File: config.mk
export PLATFORM = sky130hd
export DESIGN_NAME = usbw_writer
export DESIGN_NICKNAME = d
export VERILOG_FILES = /design/src/rtl/usbw_pkg.sv /design/src/rtl/usbw_ready_timer.sv /design/src/rtl/usbw_strobe_ctrl.sv /design/src/rtl/usbw_data_path.sv /design/src/rtl/usbw_writer.sv
export SDC_FILE = /design/constraint.sdc
export NUM_CORES = 1
export LEC_CHECK = 0
export ABC_AREA = 1
export BUFFER_PORTS_ARGS = -buffer_cell sky130_fd_sc_hd__buf_2
export CORE_MARGIN = 2
export CORE_UTILIZATION = 47
export DETAILED_ROUTE_END_ITERATION = 12
export PLACE_DENSITY = 0.79
export SLEW_MARGIN = 30
export SYNTH_ARGS = -nofsm -noshare
export SYNTH_HDL_FRONTEND = slang
export SYNTH_SLANG_ARGS = --single-unit
File: constraint.sdc
create_clock -name clk -period 1.45 [get_ports clk]
set_input_delay 0.29 -clock clk [delete_from_list [all_inputs] [get_ports clk]]
set_output_delay 0.29 -clock clk [all_outputs]
set_load 0.03 [all_outputs]
File: src/rtl/usbw_pkg.sv
package usbw_pkg;

  // next value of the ready-wait counter: clears when the bridge is not
  // ready at the sampling edge, otherwise climbs and saturates at limit
  function automatic int wait_next(input int cnt, input bit ready_low, input int limit);
    if (!ready_low) return 0;
    if (cnt >= limit) return limit;
    return cnt + 1;
  endfunction

  // a word crosses to the bridge when the wait is over, the bridge is
  // ready now and the upstream FIFO has a word to give
  function automatic bit write_fire(input bit wait_done, input bit ready_low, input bit empty);
    return wait_done && ready_low && !empty;
  endfunction

endpackage

File: src/rtl/usbw_ready_timer.sv
module usbw_ready_timer #(
  parameter int WAIT_CYC = 2
) (
  input  logic clk,
  input  logic rst_n,
  input  logic txrdy_n,
  output logic wait_done
);
  import usbw_pkg::*;

  localparam int CNT_W = $clog2(WAIT_CYC + 1);

  logic [CNT_W-1:0] cnt_q;
  logic [CNT_W-1:0] cnt_d;

  always_comb begin
    cnt_d = CNT_W'(wait_next(int'(cnt_q), !txrdy_n, WAIT_CYC));
  end

  always_ff @(posedge clk) begin
    if (!rst_n) cnt_q <= '0;
    else        cnt_q <= cnt_d;
  end

  assign wait_done = (int'(cnt_q) == WAIT_CYC);

  AST_NOT_READY_RESTARTS: assert property (@(posedge clk) disable iff (!rst_n)
    txrdy_n |=> !wait_done);

  AST_RESET_CLEARS_WAIT: assert property (@(posedge clk)
    !rst_n |=> !wait_done);

endmodule

File: src/rtl/usbw_strobe_ctrl.sv
module usbw_strobe_ctrl (
  input  logic clk,
  input  logic rst_n,
  input  logic wait_done,
  input  logic txrdy_n,
  input  logic up_empty,
  output logic fire,
  output logic wr_strobe_n,
  output logic up_pop
);
  import usbw_pkg::*;

  always_comb begin
    fire        = rst_n && write_fire(wait_done, !txrdy_n, up_empty);
    wr_strobe_n = !fire;
    up_pop      = fire;
  end

  AST_IDLE_WHEN_BUSY: assert property (@(posedge clk) disable iff (!rst_n)
    txrdy_n |-> wr_strobe_n);

  AST_IDLE_WHEN_EMPTY: assert property (@(posedge clk) disable iff (!rst_n)
    up_empty |-> wr_strobe_n);

  AST_POP_ONLY_ON_TRANSFER: assert property (@(posedge clk) disable iff (!rst_n)
    up_pop |-> (!up_empty && !txrdy_n));

endmodule

File: src/rtl/usbw_data_path.sv
module usbw_data_path #(
  parameter int DATA_W = 32
) (
  input  logic              clk,
  input  logic              rst_n,
  input  logic              fire,
  input  logic [DATA_W-1:0] up_data,
  output logic [DATA_W-1:0] bus_data,
  output logic [DATA_W/8-1:0] bus_be
);
  localparam int BE_W = DATA_W / 8;

  logic [DATA_W-1:0] hold_q;

  always_ff @(posedge clk) begin
    if (!rst_n)    hold_q <= '0;
    else if (fire) hold_q <= up_data;
  end

  assign bus_data = fire ? up_data : hold_q;

  for (genvar g = 0; g < BE_W; g++) begin : g_be
    assign bus_be[g] = 1'b1;
  end

  AST_BUS_HOLDS_WHEN_IDLE: assert property (@(posedge clk) disable iff (!rst_n)
    (!fire && $past(!fire)) |-> $stable(bus_data));

  AST_BUS_ZERO_AFTER_RESET: assert property (@(posedge clk)
    (!rst_n && !fire) |=> (fire || bus_data == '0));

endmodule

File: src/rtl/usbw_writer.sv
module usbw_writer #(
  parameter int DATA_W   = 32,
  parameter int WAIT_CYC = 2
) (
  input  logic                clk,
  input  logic                rst_n,
  input  logic [DATA_W-1:0]   up_data,
  input  logic                up_empty,
  output logic                up_pop,
  input  logic                txrdy_n,
  output logic                wr_strobe_n,
  output logic [DATA_W-1:0]   bus_data,
  output logic [DATA_W/8-1:0] bus_be
);
  localparam int RUN_W = $clog2(WAIT_CYC + 1);

  logic wait_done;
  logic fire;

  usbw_ready_timer #(.WAIT_CYC(WAIT_CYC)) timer_i (
    .clk       (clk),
    .rst_n     (rst_n),
    .txrdy_n   (txrdy_n),
    .wait_done (wait_done)
  );

  usbw_strobe_ctrl strobe_i (
    .clk         (clk),
    .rst_n       (rst_n),
    .wait_done   (wait_done),
    .txrdy_n     (txrdy_n),
    .up_empty    (up_empty),
    .fire        (fire),
    .wr_strobe_n (wr_strobe_n),
    .up_pop      (up_pop)
  );

  usbw_data_path #(.DATA_W(DATA_W)) data_i (
    .clk      (clk),
    .rst_n    (rst_n),
    .fire     (fire),
    .up_data  (up_data),
    .bus_data (bus_data),
    .bus_be   (bus_be)
  );

  // checker counter: consecutive edges at which the ready flag was low
  logic [RUN_W-1:0] low_run_q;
  always_ff @(posedge clk) begin
    if (!rst_n || txrdy_n)              low_run_q <= '0;
    else if (int'(low_run_q) < WAIT_CYC) low_run_q <= low_run_q + 1'b1;
  end

  AST_START_DELAY: assert property (@(posedge clk) disable iff (!rst_n)
    !wr_strobe_n |-> (int'(low_run_q) == WAIT_CYC));

  AST_BYTES_ALL_ON: assert property (@(posedge clk)
    &bus_be);

  AST_BUS_FOLLOWS_HEAD: assert property (@(posedge clk) disable iff (!rst_n)
    !wr_strobe_n |-> (bus_data == up_data));

endmodule

==> flow_metrics.env, run 1 <==
export IMPL_io_buffers=69
export IMPL_clockBufferDepth=2
export IMPL_max_cap_violations=0
export IMPL_drive_gt1_share_pct=59.46
export IMPL_final_cell_mix="inv_1, nand2_2, buf_4"
export IMPL_dieArea_um2=4178
export IMPL_rrSetupSlack_ns=-0.04
export IMPL_leakagePower_uw=0.001771
export IMPL_powerDensity_nw_per_um2=623.5
export IMPL_drtPass1Iterations=4
export IMPL_antenna_cells_inserted=0
export IMPL_syn_area_um2=1728
export IMPL_final_common_cell="inv_1"
export IMPL_die_w_um=64.64
export IMPL_coreArea_um2=3606
export IMPL_start_util_pct=47.92
export IMPL_clock_latency_ns=0.28
export IMPL_drc=0
export IMPL_period_share_pct=126.4
export IMPL_final_hold_viol_count=0
export IMPL_initialDrtViolationCount=211
export IMPL_min_path_cells=5
export IMPL_skew_ns=0.003324
export IMPL_crit_arrival_ns=1.54
export IMPL_clock_fmax_ghz=0.5456
export IMPL_track_usage_pct=24.07
export IMPL_crit_fanout=6
export IMPL_grt_setup_unrepaired="true"
export IMPL_htree_levels=2
export IMPL_grt_max_degree=33
export IMPL_r2r_start="timer_i.cnt_q[1]"
export IMPL_violations="setup timing"
export IMPL_path_clk_slew_ns=0.06
export IMPL_cts_hold_buf=0
export IMPL_peakVddDrop_mv=0.9463
export IMPL_numCtsBuffers=5
export IMPL_cts_root_buffer="clkbuf_8"
export IMPL_antenna_found_initial=0
export IMPL_clkSinkCount=34
export IMPL_min_to="data_i.hold_q[19]"
export IMPL_reg2reg_to="data_i.hold_q[2]"
export IMPL_grt_pass1_vias=1840
export IMPL_worst_slack_ns=-0.3829
export IMPL_required_ns=1.16
export IMPL_vias_per_cell=4.925
export IMPL_synth_cell_type_count=15
export IMPL_ys_seq_area_share_pct=39.39
export IMPL_yosysWarnings=0
export IMPL_io_pins=74
export IMPL_r2r_cells=9
export IMPL_cp_end_kind="output port"
export IMPL_period_needed_ns=1.833
export IMPL_hold_start="up_data[19]"
export IMPL_post_place_ws_ns=-0.05425
export IMPL_ys_ff_latch=34
export IMPL_grt_pass1_wl_um=7928
export IMPL_gp_congestion=0.7878
export IMPL_hpwl_um=2727
export IMPL_finalSetupViolations=40
export IMPL_slew_violations=0
export IMPL_avgSynthCellArea_um2=6.021
export IMPL_final_core_util_pct=86.02
export IMPL_synthCells=287
export IMPL_avgRoutedWirePerCell_um=15.35
export IMPL_hold_path_class="primary input to register"
export IMPL_status="finished, violations left"
export IMPL_ant_nets=0
export IMPL_hold_ws_ns=0.3577
export IMPL_fin_nets=442
export IMPL_cts_tree="done"
export IMPL_worstSetupPathType="register to output port"
export IMPL_vias=2241
export IMPL_overflow=0
export IMPL_die_h_um=64.64
export IMPL_fp_row_count=22
export IMPL_routed_wirelength_um=6984
export IMPL_post_dp_cell_area_um2=2301
export IMPL_stdcell_area_um2=3102
export IMPL_syn2layout_area_growth_pct=79.51
export IMPL_nFillCells=186
export IMPL_startpoint_type="register"
## registers in the layout (all words and copies together), names as in the netlist
| signal | cells |
|---|---|
| data_i.hold_q | 32 |
| timer_i.cnt_q | 2 |
## how the worst max path moves through the flow
stage,startpoint,endpoint,slack (ns),cells past startpoint
5_1_grt,timer_i.cnt_q[1],bus_data[1],-0.43,8
3_5_place_dp,txrdy_n,bus_data[24],-0.05,8
3_3_place_gp,up_empty,bus_data[17],-0.04,8
2_1_floorplan,timer_i.cnt_q[1],bus_data[10],0.05,7
6_report,timer_i.cnt_q[1],bus_data[17],-0.38,8
4_1_cts,timer_i.cnt_q[0],bus_data[23],-0.26,9
## per-stage QoR
step	power (uW)	std cells	TNS, ns
2_1_floorplan	1088	290	0
3_3_place_gp	1171	422	-0.7206
3_5_place_dp	1172	422	-0.8548
4_1_cts	1876	443	-8.132
5_1_grt	2005	455	-14.29
6_report	1934	455	-11.90
## per-layer routing
layer / share of wire [%] / track usage [%] / routed length (um)
met5: 0 / 0 / 0
met4: 6.0 / 6.915 / 419
met3: 5.2 / 5.729 / 363
met2: 50 / 44.79 / 3467
met1: 39 / 27.14 / 2733
## worst max-delay path, cell delays in order (launching register included)
cell and delay [ns]:
dfxtp_2 0.36, inv_2 0.07, nor2_4 0.12, nand3_4 0.18, buf_12 0.20, nand2_2 0.06
nand2_2 0.07, inv_2 0.07, buf_6 0.13
## cell usage after synthesis, drive strengths merged
library cell,number,share of area [%]
a21oi,1,0.29
buf,13,4.5
clkbuf,3,0.65
conb,1,0.22
dfxtp,34,39
inv,101,22
nand2,65,14
nand3,33,10
nor2,35,8.3
nor3,1,0.29
## cells by family after synthesis
group,Yosys count,share of synthesized area (%)
flops,34,39.39
simple gates,134,33.02
compound gates,1,0.2894
other cells,1,0.2170
buf+inv,117,27.08
## area by class of cell
cell class / count / area [um2] / area share (%)
inverters: 101 / 379.1 / 12.22
repair buffers: 125 / 1060 / 34.17
clock buffers: 7 / 86.33 / 2.783
flip-flops and latches: 34 / 683.2 / 22.03
well taps: 48 / 60.06 / 1.936
clock inverters: 1 / 5.005 / 0.1614
multi-input cells: 139 / 828.3 / 26.70
## what timing repair did
| item | in CTS | in global routing |
|---|---|---|
| resized for setup | 80 | 115 |
| gates cloned | 2 | 3 |
| setup endpoints to repair | 34 | 36 |
| buffers inserted | 11 | 17 |
| pin swaps | 8 | 15 |
## report_power, final
group / internal (uW) / switching, uW / total, uW
clock: 383 / 326 / 709
combinational: 113 / 164 / 277
sequential: 943 / 4.67 / 948
total: 1440 / 495 / 1930
Note: power is estimated with default switching activity, not from simulation.
==> inputs of run 2 (changes only) <==
ABC_AREA = not set   (was 1)
CORE_UTILIZATION = 48   (was 47)
PLACE_DENSITY = 0.9   (was 0.79)
==> run 2 against run 1 <==
Against the previous run:
- the flow still finishes with violations (setup timing)
- worst setup slack got worse by 0.29 ns
- synthesized cell count is 33% lower
- largest power group unchanged
- hold slack got worse by 0.11 ns
- highest routed layer unchanged
==> flow_metrics.env, run 2 <==
export IMPL_synth_top_family_by_area="multiplexers"
export IMPL_final_cell_mix="buf_6, buf_2, dfxtp_1"
export IMPL_final_common_cell="buf_6"
export IMPL_drc=0
export IMPL_grt_pass1_wl_um=7817
export IMPL_r2r_cells=9
export IMPL_cp_end_kind="output port"
export IMPL_drive_gt1_share_pct=49.82
export IMPL_synth_compound_area_share_pct=22.13
export IMPL_numCtsBuffers=5
export IMPL_synth_fa_ha_area_share_pct=0
export IMPL_synth_xor_area_share_pct=0
export IMPL_grt_max_degree=34
export IMPL_peakVddDrop_mv=0.5979
export IMPL_reg2reg_to="data_i.hold_q[31]"
export IMPL_vias=1680
export IMPL_htree_levels=2
export IMPL_cts_tree="done"
export IMPL_avgSynthCellArea_um2=9.374
export IMPL_ys_ff_latch=34
export IMPL_r2r_start="timer_i.cnt_q[1]"
export IMPL_post_synth_mux_area_share_pct=23.44
export IMPL_period_needed_ns=2.125
export IMPL_crit_family="simple AND/OR/NAND/NOR gates"
export IMPL_synthCells=193
export IMPL_overflow=0
export IMPL_syn2layout_area_growth_pct=51.11
export IMPL_path_cells="or3b_4, nor2_8, inv_6, buf_12, mux2_4, buf_6"
export IMPL_min_path_cells=3
export IMPL_syn_area_um2=1809
export IMPL_coreArea_um2=3633
export IMPL_synth_most_common_cell="dfxtp_1"
export IMPL_violations="setup timing"
export IMPL_ys_seq_area_share_pct=37.62
export IMPL_io_pins=74
export IMPL_synth_cell_type_count=19
export IMPL_synth_top_cells_by_count="dfxtp_1, o211ai_1, o21ai_0"
export IMPL_fin_nets=306
export IMPL_gp_congestion=0.7222
export IMPL_largest_register_ff_count=32
export IMPL_clockBufferDepth=2
export IMPL_clkSinkCount=34
export IMPL_drtPass1Iterations=4
export IMPL_finalSetupViolations=66
export IMPL_avgRoutedWirePerCell_um=15.33
export IMPL_powerDensity_nw_per_um2=725.2
export IMPL_initialDrtViolationCount=148
export IMPL_fp_row_count=22
export IMPL_vias_per_cell=5.266
export IMPL_required_ns=1.16
export IMPL_yosys_area_share_simple_pct=2.835
export IMPL_hold_ws_ns=0.2463
export IMPL_slew_violations=0
export IMPL_min_to="data_i.hold_q[22]"
export IMPL_crit_arrival_ns=1.83
export IMPL_async_flop_share_pct=0
export IMPL_status="finished, violations left"
export IMPL_period_share_pct=146.5
export IMPL_crit_fanout=18
export IMPL_clock_latency_ns=0.28
export IMPL_hpwl_um=2812
export IMPL_synth_edf_count=0
export IMPL_yosysWarnings=0
export IMPL_io_buffers=69
export IMPL_yosysTopAreaCell="dfxtp_1"
export IMPL_hold_start="up_data[22]"
export IMPL_startpoint_type="register"
export IMPL_worstSetupPathType="register to output port"
export IMPL_skew_ns=0.003890
export IMPL_cp_num_buf_inv=3
export IMPL_critPathMaxStageDelay_ns=0.41
export IMPL_cts_root_buffer="clkbuf_8"
export IMPL_die_h_um=65.40
export IMPL_ant_nets=0
export IMPL_hold_path_class="primary input to register"
export IMPL_track_usage_pct=24.28
export IMPL_grt_setup_unrepaired="true"
export IMPL_top_register="data_i.hold_q"
export IMPL_reg_largest_list="data_i.hold_q (32), timer_i.cnt_q (2)"
export IMPL_final_hold_viol_count=0
export IMPL_path_clk_slew_ns=0.07
export IMPL_grt_pass1_vias=1652
export IMPL_die_w_um=65.40
export IMPL_antenna_cells_inserted=0
export IMPL_routed_wirelength_um=4890
export IMPL_clock_fmax_ghz=0.4707
export IMPL_dieArea_um2=4277
export IMPL_max_cap_violations=0
export IMPL_synth_top_area_share_pct=37.62
export IMPL_worst_slack_ns=-0.6747
export IMPL_antenna_found_initial=0
export IMPL_leakagePower_uw=0.001399
export IMPL_rrSetupSlack_ns=-0.54
export IMPL_synth_main_ff_cell="dfxtp_1"
export IMPL_cpMaxStageDelayCell="or3b_4"
export IMPL_start_util_pct=49.79
export IMPL_nFillCells=261
export IMPL_synthTopCellsByArea="dfxtp_1, mux2_4, o211ai_1"
export IMPL_final_core_util_pct=75.24
## run 2: changes by cell type after synthesis, sizes merged, moves of 10 or more
| cell | previous run | this run |
|---|---|---|
| clkbuf | 3 | 13 |
| o211ai | 0 | 32 |
| inv | 101 | 32 |
| mux2 | 0 | 32 |
| nand3 | 33 | 0 |
| nor2 | 35 | 3 |
| nand2 | 65 | 1 |
| o21ai | 0 | 32 |
## run 2: per-stage QoR
stage / instance area, um2 / worst slack [ns] / std cells / total power (uW) / setup TNS, ns
2_1_floorplan: 1832 / -0.4772 / 196 / 1080 / -15.71
3_3_place_gp: 2182 / -0.5019 / 298 / 1150 / -17.39
3_5_place_dp: 2182 / -0.5394 / 298 / 1158 / -20.09
4_1_cts: 2713 / -0.6877 / 317 / 1991 / -35.32
5_1_grt: 2734 / -0.7175 / 319 / 2072 / -38.26
6_report: 2734 / -0.6747 / 319 / 1983 / -35.06
## run 2: layer usage
metal	vias up	GRT usage (%)	share of wire, %
met5	-	0	0
li1	815	-	-
met3	10	4.966	6.1
met2	74	46.43	55
met1	781	26.10	37
met4	0	8.594	1.7
## run 2: how the worst max path moves through the flow
stage                          start            to  slack, ns  depth (start not counted)
floorplan           timer_i.cnt_q[0]   bus_data[0]      -0.48                          7
global route        timer_i.cnt_q[1]  bus_data[15]      -0.72                          6
CTS                 timer_i.cnt_q[1]  bus_data[14]      -0.69                          6
finish              timer_i.cnt_q[1]  bus_data[14]      -0.67                          6
detailed placement          up_empty   bus_data[1]      -0.54                          7
global placement            up_empty   bus_data[1]      -0.50                          7
## run 2: kinds of logic (layout without fill, tap and decap cells)
group | Yosys count | count (layout)
AO/OA/AOI/OAI | 64 | 64
buffers and inverters | 55 | 130
multiplexers | 32 | 32
other | 1 | 4
AND/OR/NAND/NOR | 7 | 7
flip-flops | 34 | 34
## run 2: timing repair
action | CTS | global route
pin swaps | 4 | 2
cloned | 4 | 0
setup buffers | 7 | 2
endpoints found under the setup margin | 66 | 66
gates resized for setup | 111 | 3
hold buffers | 0 | 0
## run 2: worst reg2reg max path, delay by kind of cell, from the launching register on
family | cells | cell delay (ns)
buffers and inverters | 6 | 0.84
DFF | 1 | 0.33
and+or+nand+nor | 1 | 0.41
AOI/OAI and AO/OA | 2 | 0.29
## run 2: layout make-up
cell class                 count  area [um2]  share of cell area (%)
clock buffer                   8       110.1                   4.027
inverter                      32       125.1                   4.577
multi-input combinational    107       904.6                   33.09
sequential                    34       681.9                   24.94
tap                           48       60.06                   2.197
timing repair buffer          90       852.1                   31.17
## run 2: power breakdown
group,switching [uW],total [uW],internal (uW)
Sequential,4.85,948,943
Clock,328,807,479
Combinational,130,228,97.3
